`config.mk`:
```
export PLATFORM = sky130hd
export DESIGN_NAME = mchan_fifo_rd
export DESIGN_NICKNAME = d
export VERILOG_FILES = /design/src/rtl/mcf_pkg.sv /design/src/rtl/mcf_store.sv /design/src/rtl/mcf_chan_ptrs.sv /design/src/rtl/mcf_rd_ctrl.sv /design/src/rtl/mchan_fifo_rd.sv
export SDC_FILE = /design/constraint.sdc
export NUM_CORES = 2
export LEC_CHECK = 0
export BUFFER_PORTS_ARGS = -buffer_cell sky130_fd_sc_hd__buf_2
export CAP_MARGIN = 30
export CORE_MARGIN = 3
export CORE_UTILIZATION = 65
export CTS_BUF_LIST = sky130_fd_sc_hd__clkbuf_8
export CTS_CLUSTER_DIAMETER = 150
export DETAILED_ROUTE_END_ITERATION = 10
export PLACE_DENSITY = 0.89
export SLEW_MARGIN = 0
export SYNTH_ARGS = -nofsm -noshare
export SYNTH_HDL_FRONTEND = slang
export SYNTH_SLANG_ARGS = --single-unit
export TNS_END_PERCENT = 5
```
`constraint.sdc`:
```
create_clock -name clk -period 5.86 [get_ports clk]
set_input_delay 1.172 -clock clk [delete_from_list [all_inputs] [get_ports clk]]
set_output_delay 1.172 -clock clk [all_outputs]
set_load 0.005 [all_outputs]
```
`src/rtl/mcf_pkg.sv`:
```
`timescale 1ns/1ps
package mcf_pkg;

    // Outcome of a read decision in one cycle.
    typedef enum logic [1:0] {
        RD_IDLE = 2'd0,
        RD_DATA = 2'd1,
        RD_ERR  = 2'd2
    } rd_kind_e;

    // Bits needed to index n items, never less than one.
    function automatic int width_for(int n);
        return (n <= 1) ? 1 : $clog2(n);
    endfunction

endpackage

```
`src/rtl/mcf_store.sv`:
```
`timescale 1ns/1ps
// Shared word storage, partitioned by channel: address = {channel, pointer}.
module mcf_store #(
    parameter int NUM_CH = 4,
    parameter int DEPTH  = 8,
    parameter int WORD_W = 36,
    localparam int CH_W  = mcf_pkg::width_for(NUM_CH),
    localparam int PTR_W = mcf_pkg::width_for(DEPTH)
) (
    input  logic              clk,
    input  logic              we,
    input  logic [CH_W-1:0]   wch,
    input  logic [PTR_W-1:0]  wptr,
    input  logic [WORD_W-1:0] wdata,
    input  logic [CH_W-1:0]   rch,
    input  logic [PTR_W-1:0]  rptr,
    output logic [WORD_W-1:0] rdata
);
    localparam int ADDR_W  = CH_W + PTR_W;
    localparam int ENTRIES = 1 << ADDR_W;

    logic [WORD_W-1:0] mem_q [ENTRIES];
    logic [ADDR_W-1:0] waddr;
    logic [ADDR_W-1:0] raddr;

    assign waddr = {wch, wptr};
    assign raddr = {rch, rptr};

    always_ff @(posedge clk) begin
        if (we) mem_q[waddr] <= wdata;
    end

    assign rdata = mem_q[raddr];

endmodule

```
`src/rtl/mcf_chan_ptrs.sv`:
```
`timescale 1ns/1ps
// Per-channel read pointer, write pointer and fill count.
module mcf_chan_ptrs #(
    parameter int NUM_CH = 4,
    parameter int DEPTH  = 8,
    localparam int CH_W  = mcf_pkg::width_for(NUM_CH),
    localparam int PTR_W = mcf_pkg::width_for(DEPTH),
    localparam int CNT_W = PTR_W + 1
) (
    input  logic                         clk,
    input  logic                         rst_n,
    input  logic                         wr_en,
    input  logic [CH_W-1:0]              wr_ch,
    input  logic                         rd_pop,
    input  logic [CH_W-1:0]              rd_ch,
    output logic                         wr_accept,
    output logic [PTR_W-1:0]             wr_ptr,
    output logic [PTR_W-1:0]             rd_ptr,
    output logic [NUM_CH-1:0][CNT_W-1:0] cnt_all
);
    localparam bit CH_POW2 = (NUM_CH == (1 << CH_W));

    typedef struct packed {
        logic [PTR_W-1:0] wptr;
        logic [PTR_W-1:0] rptr;
        logic [CNT_W-1:0] cnt;
    } chan_t;

    logic [NUM_CH-1:0][PTR_W-1:0] wptr_all;
    logic [NUM_CH-1:0][PTR_W-1:0] rptr_all;
    logic                         wr_in_range;

    assign wr_in_range = CH_POW2 || ({1'b0, wr_ch} < (CH_W+1)'(NUM_CH));
    assign wr_accept   = wr_en && wr_in_range && (cnt_all[wr_ch] != CNT_W'(DEPTH));
    assign wr_ptr      = wptr_all[wr_ch];
    assign rd_ptr      = rptr_all[rd_ch];

    for (genvar g = 0; g < NUM_CH; g++) begin : g_chan
        chan_t ch_d, ch_q;
        logic  push, pop;

        assign push = wr_accept && (wr_ch == CH_W'(g));
        assign pop  = rd_pop && (rd_ch == CH_W'(g));

        always_comb begin
            ch_d = ch_q;
            if (push) ch_d.wptr = ch_q.wptr + 1'b1;
            if (pop)  ch_d.rptr = ch_q.rptr + 1'b1;
            case ({push, pop})
                2'b10:   ch_d.cnt = ch_q.cnt + 1'b1;
                2'b01:   ch_d.cnt = ch_q.cnt - 1'b1;
                default: ch_d.cnt = ch_q.cnt;
            endcase
        end

        always_ff @(posedge clk or negedge rst_n) begin
            if (!rst_n) ch_q <= '0;
            else        ch_q <= ch_d;
        end

        assign wptr_all[g] = ch_q.wptr;
        assign rptr_all[g] = ch_q.rptr;
        assign cnt_all[g]  = ch_q.cnt;

        assert_cnt_bound_R9: assert property (@(posedge clk) disable iff (!rst_n)
            ch_q.cnt <= CNT_W'(DEPTH));
        assert_rw_hold_R10: assert property (@(posedge clk) disable iff (!rst_n)
            (push && pop) |=> $stable(ch_q.cnt));
        assert_no_pop_empty_R4: assert property (@(posedge clk) disable iff (!rst_n)
            pop |-> (ch_q.cnt != '0));
    end

endmodule

```
`src/rtl/mcf_rd_ctrl.sv`:
```
`timescale 1ns/1ps
// Channel selection, read handshake, burst sequencing and occupancy flags.
module mcf_rd_ctrl
    import mcf_pkg::*;
#(
    parameter int NUM_CH    = 4,
    parameter int DEPTH     = 8,
    parameter int DATA_W    = 32,
    parameter int BURST_LEN = 4,
    localparam int TAG_W    = DATA_W / 8,
    localparam int CH_W     = width_for(NUM_CH),
    localparam int PTR_W    = width_for(DEPTH),
    localparam int CNT_W    = PTR_W + 1,
    localparam int BL_W     = width_for(BURST_LEN + 1)
) (
    input  logic                         clk,
    input  logic                         rst_n,
    input  logic [CH_W-1:0]              ch_sel,
    input  logic                         rd_req,
    input  logic                         rd_burst,
    input  logic [NUM_CH-1:0][CNT_W-1:0] cnt_all,
    input  logic [DATA_W+TAG_W-1:0]      mem_word,
    output logic                         rd_pop,
    output logic [CH_W-1:0]              active_ch,
    output logic                         ch_valid,
    output logic                         rd_ack,
    output logic                         rd_err_ack,
    output logic [DATA_W-1:0]            rd_data,
    output logic [TAG_W-1:0]             rd_tag,
    output logic                         half_empty,
    output logic                         almost_empty
);
    localparam bit CH_POW2 = (NUM_CH == (1 << CH_W));

    typedef struct packed {
        logic [CH_W-1:0]   active;
        logic              valid;
        logic              ack;
        logic              err;
        logic [DATA_W-1:0] data;
        logic [TAG_W-1:0]  tag;
        logic [BL_W-1:0]   burst_left;
    } ctrl_t;

    ctrl_t      st_d, st_q;
    rd_kind_e   kind;
    logic       in_burst;
    logic       act_in_range;
    logic [CNT_W-1:0] cur_cnt;

    assign act_in_range = CH_POW2 || ({1'b0, st_q.active} < (CH_W+1)'(NUM_CH));
    assign cur_cnt      = act_in_range ? cnt_all[st_q.active] : '0;
    assign in_burst     = (st_q.burst_left != '0);

    always_comb begin
        st_d     = st_q;
        st_d.ack = 1'b0;
        st_d.err = 1'b0;
        kind     = RD_IDLE;
        rd_pop   = 1'b0;

        if (ch_sel != st_q.active) begin
            // Switch: load the new channel, hold off reads for one cycle.
            st_d.active     = ch_sel;
            st_d.valid      = 1'b0;
            st_d.burst_left = '0;
        end else begin
            st_d.valid = 1'b1;
            if (in_burst || (st_q.valid && rd_req)) begin
                kind = (cur_cnt != '0) ? RD_DATA : RD_ERR;
            end
        end

        case (kind)
            RD_DATA: begin
                rd_pop   = 1'b1;
                st_d.ack  = 1'b1;
                st_d.data = mem_word[DATA_W-1:0];
                st_d.tag  = mem_word[DATA_W +: TAG_W];
                if (in_burst)      st_d.burst_left = st_q.burst_left - 1'b1;
                else if (rd_burst) st_d.burst_left = BL_W'(BURST_LEN - 1);
                else               st_d.burst_left = '0;
            end
            RD_ERR: begin
                st_d.err        = 1'b1;
                st_d.burst_left = '0;
            end
            default: ;
        endcase
    end

    always_ff @(posedge clk or negedge rst_n) begin
        if (!rst_n) st_q <= '0;
        else        st_q <= st_d;
    end

    assign active_ch    = st_q.active;
    assign ch_valid     = st_q.valid;
    assign rd_ack       = st_q.ack;
    assign rd_err_ack   = st_q.err;
    assign rd_data      = st_q.data;
    assign rd_tag       = st_q.tag;
    assign half_empty   = (cur_cnt <= CNT_W'(DEPTH / 2));
    assign almost_empty = (cur_cnt == CNT_W'(1));

    assert_ack_err_excl_R13: assert property (@(posedge clk) disable iff (!rst_n)
        !(st_q.ack && st_q.err));
    assert_switch_drop_R2: assert property (@(posedge clk) disable iff (!rst_n)
        (st_q.active != $past(st_q.active)) |-> !st_q.valid);
    assert_ack_had_word_R3: assert property (@(posedge clk) disable iff (!rst_n)
        st_q.ack |-> ($past(cur_cnt) != '0));
    assert_err_on_empty_R4: assert property (@(posedge clk) disable iff (!rst_n)
        st_q.err |-> ($past(cur_cnt) == '0));
    assert_burst_bound_R11: assert property (@(posedge clk) disable iff (!rst_n)
        st_q.burst_left <= BL_W'(BURST_LEN - 1));

endmodule

```
`src/rtl/mchan_fifo_rd.sv`:
```
`timescale 1ns/1ps
module mchan_fifo_rd #(
    parameter int NUM_CH    = 4,
    parameter int DEPTH     = 8,
    parameter int DATA_W    = 32,
    parameter int BURST_LEN = 4,
    localparam int TAG_W    = DATA_W / 8,
    localparam int CH_W     = mcf_pkg::width_for(NUM_CH)
) (
    input  logic              clk,
    input  logic              rst_n,
    input  logic              wr_en,
    input  logic [CH_W-1:0]   wr_ch,
    input  logic [DATA_W-1:0] wr_data,
    input  logic [TAG_W-1:0]  wr_tag,
    input  logic [CH_W-1:0]   ch_sel,
    input  logic              rd_req,
    input  logic              rd_burst,
    output logic              ch_valid,
    output logic              rd_ack,
    output logic              rd_err_ack,
    output logic [DATA_W-1:0] rd_data,
    output logic [TAG_W-1:0]  rd_tag,
    output logic              half_empty,
    output logic              almost_empty
);
    localparam int PTR_W  = mcf_pkg::width_for(DEPTH);
    localparam int CNT_W  = PTR_W + 1;
    localparam int WORD_W = DATA_W + TAG_W;

    logic                         wr_accept;
    logic [PTR_W-1:0]             wr_ptr;
    logic [PTR_W-1:0]             rd_ptr;
    logic [NUM_CH-1:0][CNT_W-1:0] cnt_all;
    logic                         rd_pop;
    logic [CH_W-1:0]              active_ch;
    logic [WORD_W-1:0]            mem_word;

    mcf_chan_ptrs #(.NUM_CH(NUM_CH), .DEPTH(DEPTH)) ptrs_i (
        .clk       (clk),
        .rst_n     (rst_n),
        .wr_en     (wr_en),
        .wr_ch     (wr_ch),
        .rd_pop    (rd_pop),
        .rd_ch     (active_ch),
        .wr_accept (wr_accept),
        .wr_ptr    (wr_ptr),
        .rd_ptr    (rd_ptr),
        .cnt_all   (cnt_all)
    );

    mcf_store #(.NUM_CH(NUM_CH), .DEPTH(DEPTH), .WORD_W(WORD_W)) store_i (
        .clk   (clk),
        .we    (wr_accept),
        .wch   (wr_ch),
        .wptr  (wr_ptr),
        .wdata ({wr_tag, wr_data}),
        .rch   (active_ch),
        .rptr  (rd_ptr),
        .rdata (mem_word)
    );

    mcf_rd_ctrl #(
        .NUM_CH(NUM_CH), .DEPTH(DEPTH), .DATA_W(DATA_W), .BURST_LEN(BURST_LEN)
    ) ctrl_i (
        .clk          (clk),
        .rst_n        (rst_n),
        .ch_sel       (ch_sel),
        .rd_req       (rd_req),
        .rd_burst     (rd_burst),
        .cnt_all      (cnt_all),
        .mem_word     (mem_word),
        .rd_pop       (rd_pop),
        .active_ch    (active_ch),
        .ch_valid     (ch_valid),
        .rd_ack       (rd_ack),
        .rd_err_ack   (rd_err_ack),
        .rd_data      (rd_data),
        .rd_tag       (rd_tag),
        .half_empty   (half_empty),
        .almost_empty (almost_empty)
    );

endmodule

```
* Yosys cells after proc, flatten, opt, wreduce, memory -nomap -nowiden
Memories as Yosys holds them, arrays and structs flattened. A register that Yosys moved wholly into a read port is not among the register bits. Index checks and enable logic that the tools add are counted.
Storage, ports and cells: memories 1, register bits 48, logic and storage cells 102, bits in writable memories 1152
Cells by class: reductions and logical operators 21, magnitude comparators 3, mux-type cells 24, add/subtract/negate cells 17, eq/ne operators 19
Memory list:
- store_i.mem_q | words 32, bits a word 36, read ports 1, clocked after memory_dff 1, write ports 1, RTL line mcf_store.sv:22 | logic [WORD_W-1:0] mem_q [ENTRIES];
Operators with widths (number):
- $pmux W4 S2 | 4
- $add A3 B1 Y3 const B | 8
- $eq A2 B2 Y1 const B | 9
- $add A4 B1 Y4 const B | 4
- $bmux W4 S2 | 2
- $sub A4 B1 Y4 const B | 4
- $eq A2 B1 Y1 const B | 7
- $bmux W3 S2 | 2
- $mux W3 | 4
- $logic_and A1 B1 Y1 | 10
- $mux W2 | 4
- $mux W4 | 2
- $reduce_bool A2 Y1 | 4
- $lt A2 B3 Y1 const B | 2
- $pmux W3 S2 | 1
- $reduce_bool A3 Y1 | 2
- $mux W1 | 5
- $eq A4 B1 Y1 const B | 1
- $le A4 B3 Y1 const B | 1
- $logic_not A2 Y1 | 2
- $ne A4 B4 Y1 const B | 1
- $reduce_bool A4 Y1 | 1
- $sub A3 B1 Y3 const B | 1
- $ne A2 B2 Y1 | 1
- 2 further kinds | 2

* Logic depth before layout (Yosys ltp)
depth after elaboration 11, gate-level depth with buffers 18

* Cells and area by module
From an unflattened synthesis, not the netlist that was laid out.
Unflattened totals: cell total of the unflattened synthesis 2872, area, all modules 49696.4 µm²
By module, submodules not included:
- mcf_store | cells an instance 2500, area an instance 44863.0 µm², times used 1
- mcf_chan_ptrs | cells an instance 217, area an instance 2524.9 µm², times used 1
- mcf_rd_ctrl | cells an instance 155, area an instance 2308.5 µm², times used 1

* Worst setup path after synthesis
OpenSTA, ideal clock, no wires.
path type input -> register, start in wr_ch[1], end mem store_i.mem_q[24][0], enable pin, arrival time 4.220 ns, stages 7, setup time 0.429 ns, path slack 1.211 ns, required time 5.431 ns, path buffers 2, path through clkbuf_1 > nor2b_1 > o31ai_1 > a41oi_1 > or3b_2 > clkbuf_1 > nor2_1
Between the ends: cells in the longest elaborated chain, start to end 6
RTL lines:
- from (decl) | RTL line mchan_fifo_rd.sv:13 | input logic [CH_W-1:0] wr_ch,
- $bmux W4 S2 | RTL line mcf_chan_ptrs.sv:34 | assign wr_accept = wr_en && wr_in_range && (cnt_all[wr_ch] != CNT_W'(DEPTH));
- $mux W4 (not written as such) | RTL line mcf_chan_ptrs.sv:34
- $ne A4 B4 Y1 | RTL line mcf_chan_ptrs.sv:34
- $logic_and A1 B1 Y1 | RTL line mcf_chan_ptrs.sv:34
- $mux W1 | RTL line mcf_store.sv:30 | if (we) mem_q[waddr] <= wdata;
- $mux W1 (not written as such) | RTL line mcf_store.sv:30
- to (decl) | RTL line mcf_store.sv:22
Several ways; a longest one is shown, not always the timed one. The select of a mux whose other input is x is not followed.

* Worst setup path after layout
start in wr_ch[0], end mem store_i.mem_q[15][30], enable pin
Same word-level chain as after synthesis.

==> impl_metrics.json <==
{
  "status": "completed",
  "die_y_um": 282,
  "cp_num_buf_inv": 2,
  "wl_mm": 129,
  "synth_cells": 3209,
  "switching_share": 0.314,
  "grt_usage": 0.326,
  "path_class": "input port to register",
  "netlist.area_leader.share": 0.698,
  "grt_overflow_total": 0,
  "cp_max_fo": 27,
  "ctsHoldBuffers": 0,
  "p_switching_mw": 6.89,
  "via_count": 30800,
  "worst_setup_path_start_kind": "input port",
  "netlist-cell-type-count": 58,
  "dpl.hpwl_mm": 73.1,
  "ant_nets": 0,
  "worst_pin_slew_ns": 1.11,
  "slowest_stage": "nor2_4",
  "min_period_over_period": 0.807,
  "seqPwrFrac": 0.482,
  "place_congestion": 0.872,
  "nFillCells": 4017,
  "hold_path_class": "input port to async pin",
  "grt_max_degree": 133,
  "yosysMostFrequentCell": "edfxtp_1",
  "clock_sink_count": 1236,
  "relSlewSlack": 0.257,
  "fp.coreArea_sq_mm": 0.0749,
  "peakVddDrop_uv": 437,
  "wl_per_cell_um": 29.2,
  "clkSlewWorstSetupHoldPaths_ns": 0.07,
  "die-width_um": 282,
  "skew_ns": 0.0310,
  "clkPwrFrac": 0.289,
  "pwr-share-comb": 0.229,
  "via_per_inst": 6.96,
  "io_pins": 86,
  "avgSynthCellArea_sq_um": 15.5,
  "async_reset_ff_frac": 0.0680,
  "synth_area_leader_cell": "edfxtp_1",
  "cts_resized": 0,
  "fin_cells": 4428,
  "synth_area_sq_mm": 0.0496,
  "firstDrtPassIters": 8,
  "pwr_density_cell_mw_per_mm2": 404,
  "cp-end-kind": "register",
  "dp_slack_ns": 0.360,
  "post-route-drc-count": 0,
  "rsz0062_at_grt": "no",
  "post_cts_buffers": 0,
  "initial_utilization": 0.662,
  "seq_area_frac_synth": 0.740,
  "tritoncts": "built",
  "synth_common_cells": "edfxtp_1 (1152), nand2_1 (569), mux2i_1 (277), a31oi_1 (87), buf_2 (86)",
  "finalWorstSetupSlack_ns": 1.13,
  "synth-seq-cells": 1236,
  "crit_chain": "buf_2 -> nor2b_1 -> o31ai_1 -> a41oi_1 -> nand3_1 -> nor2_4 -> buf_4",
  "worstPathRequired_ns": 6.40,
  "numCtsBuffers": 183,
  "rows": 100,
  "nNetsFinal": 3378,
  "clock_path_buffers": 3,
  "hold_viol": 0,
  "cap_violations": 0,
  "finalCriticalPeriod_ns": 4.73,
  "synth_ff_type": "edfxtp_1",
  "internal-power_mw": 15.1,
  "cpPeakStageDelay_ns": 1.17,
  "dieArea_sq_mm": 0.0796,
  "finalSetupViolations": 0,
  "worstSkewPairLatency_ns": 0.84,
  "grt_pass1_wl_mm": 191,
  "mappedNetlistNets": 3279,
  "antenna_found_initial": 2,
  "crit_arrival_ns": 5.26,
  "synthTopCellsByArea": "edfxtp_1 (70%), mux2i_1 (5.6%), nand2_1 (4.3%), dfrtp_1 (4.2%), a221oi_1 (1.3%)",
  "placed_cells": 4092,
  "clock-root-buffer": "clkbuf_8",
  "slew_viol_final": 0,
  "numPortBuffers": 85,
  "drt_iter0_drc": 5006,
  "cpLargestDelayFamily": "simple AND/OR/NAND/NOR gates",
  "htree_num_levels": 4,
  "p_leak_nw": 18.9,
  "fin_tns_setup_ns": 0,
  "grt_pass1_vias": 31000,
  "synth_edf_count": 1152,
  "yosys_warnings": 0,
  "drive_gt1_frac": 0.144,
  "area_delta_synth_final_pct": 9.51,
  "fmax_mhz": 211
}
[path summary, 6_finish.rpt]
kind	startpoint	to	slack, ns	cells past startpoint
max in group asynchronous	rst_n	ctrl_i.active_ch[1]$_DFFE_PN0P_	4.24	2
worst max register to register	ctrl_i.active_ch[0]$_DFFE_PN0P_	ctrl_i.rd_tag[0]$_DFFE_PN0P_	1.25	8
worst min-delay path	rst_n	ctrl_i.rd_data[25]$_DFFE_PN0P_	0.41	1
worst min register to register	ptrs_i.cnt_all[15]$_DFFE_PN0P_	ptrs_i.cnt_all[15]$_DFFE_PN0P_	0.49	1
worst max-delay path	wr_ch[0]	store_i.mem_q[15][30]$_DFFE_PP_	1.13	7
min in group clk	ch_sel[0]	ctrl_i.active_ch[0]$_DFFE_PN0P_	0.49	1
[cell usage in the layout, fill, tap and decap left out, types with 36 or more instances in the layout]
| master | count |
|---|---|
| nand2_1 | 568 |
| a211oi_1 | 50 |
| mux2i_1 | 277 |
| o21ai_0 | 54 |
| a311oi_1 | 36 |
| clkinv_1 | 42 |
| a221oi_1 | 71 |
| and2_1 | 51 |
| edfxtp_1 | 1152 |
| a21o_1 | 40 |
| and3_1 | 38 |
| a31oi_1 | 87 |
| a21oi_1 | 44 |
| buf_2 | 84 |
| nor3_1 | 37 |
| o22ai_1 | 36 |
| clkbuf_8 | 193 |
| inv_1 | 89 |
| buf_4 | 58 |
| dfrtp_1 | 82 |
[worst register-to-register path, delay by kind of cell, from the launching register on]
family                 cells  cell delay, ns
AND/OR/NAND/NOR            1            0.77
buffers and inverters      3            1.47
flip-flops                 1            0.49
multiplexers               1            0.72
AO/OA/AOI/OAI              3            1.02
[metal layers]
layer,global-route usage,up-vias,share of wire
met5,0,-,0
met4,0.142,0,0.043
met3,0.0991,473,0.14
met2,0.519,2741,0.48
met1,0.423,15100,0.34
li1,-,12500,-
[layout make-up]
class / count / area [sq um] / share of cell area
Clock buffer: 193 / 2660 / 0.0489
Multi-Input combinational cell: 1718 / 11900 / 0.220
Sequential cell: 1236 / 36700 / 0.676
Inverter: 16 / 60.1 / 0.00111
Clock inverter: 141 / 656 / 0.0121
Timing Repair Buffer: 153 / 1080 / 0.0198
Antenna cell: 2 / 5.00 / 0.0000922
Tap cell: 969 / 1210 / 0.0223
[through the flow]
| stage | area (sq um) | utilization | hold WS, ns | total power [mW] |
|---|---|---|---|---|
| 6_report | 54300 | 0.725 | 0.414 | 22.0 |
| 5_1_grt | 54300 | 0.725 | 0.417 | 22.7 |
| 4_1_cts | 54300 | 0.725 | 0.382 | 21.9 |
| 3_5_place_dp | 51000 | 0.680 | 0.478 | 15.6 |
| 3_3_place_gp | 51000 | 0.680 | 0.466 | 15.3 |
| 2_1_floorplan | 49600 | - | 0.440 | 14.0 |
[power by group through the flow]
stage	clock network (mW)	logic (mW)	registers (mW)
after floorplan	0	3.43	10.6
after global placement	0	4.58	10.7
after detailed placement	0	4.83	10.8
after CTS	6.36	4.90	10.6
after global routing	6.75	5.28	10.6
final	6.35	5.02	10.6
[sequential cells by signal, indices dropped and copies added, names as in the netlist, 2 cells and up]
register            flops
ctrl_i.rd_data         32
store_i.mem_q        1152
ctrl_i.active_ch        2
ctrl_i.st_q             3
ptrs_i.g_chan.ch_q     24
ptrs_i.cnt_all         16
ctrl_i.rd_tag           4
[logic make-up after synthesis]
kind of cell             count (synthesis)  share of synthesized area
flip-flops                            1236                      0.740
multiplexers                           327                     0.0701
buffers and inverters                  255                     0.0259
adder cells (fa/ha/maj)                 25                    0.00676
XOR/XNOR                                35                    0.00618
AO/OA/AOI/OAI                          541                     0.0839
AND/OR/NAND/NOR                        790                     0.0672
Note: power is estimated with default switching activity, not from simulation.
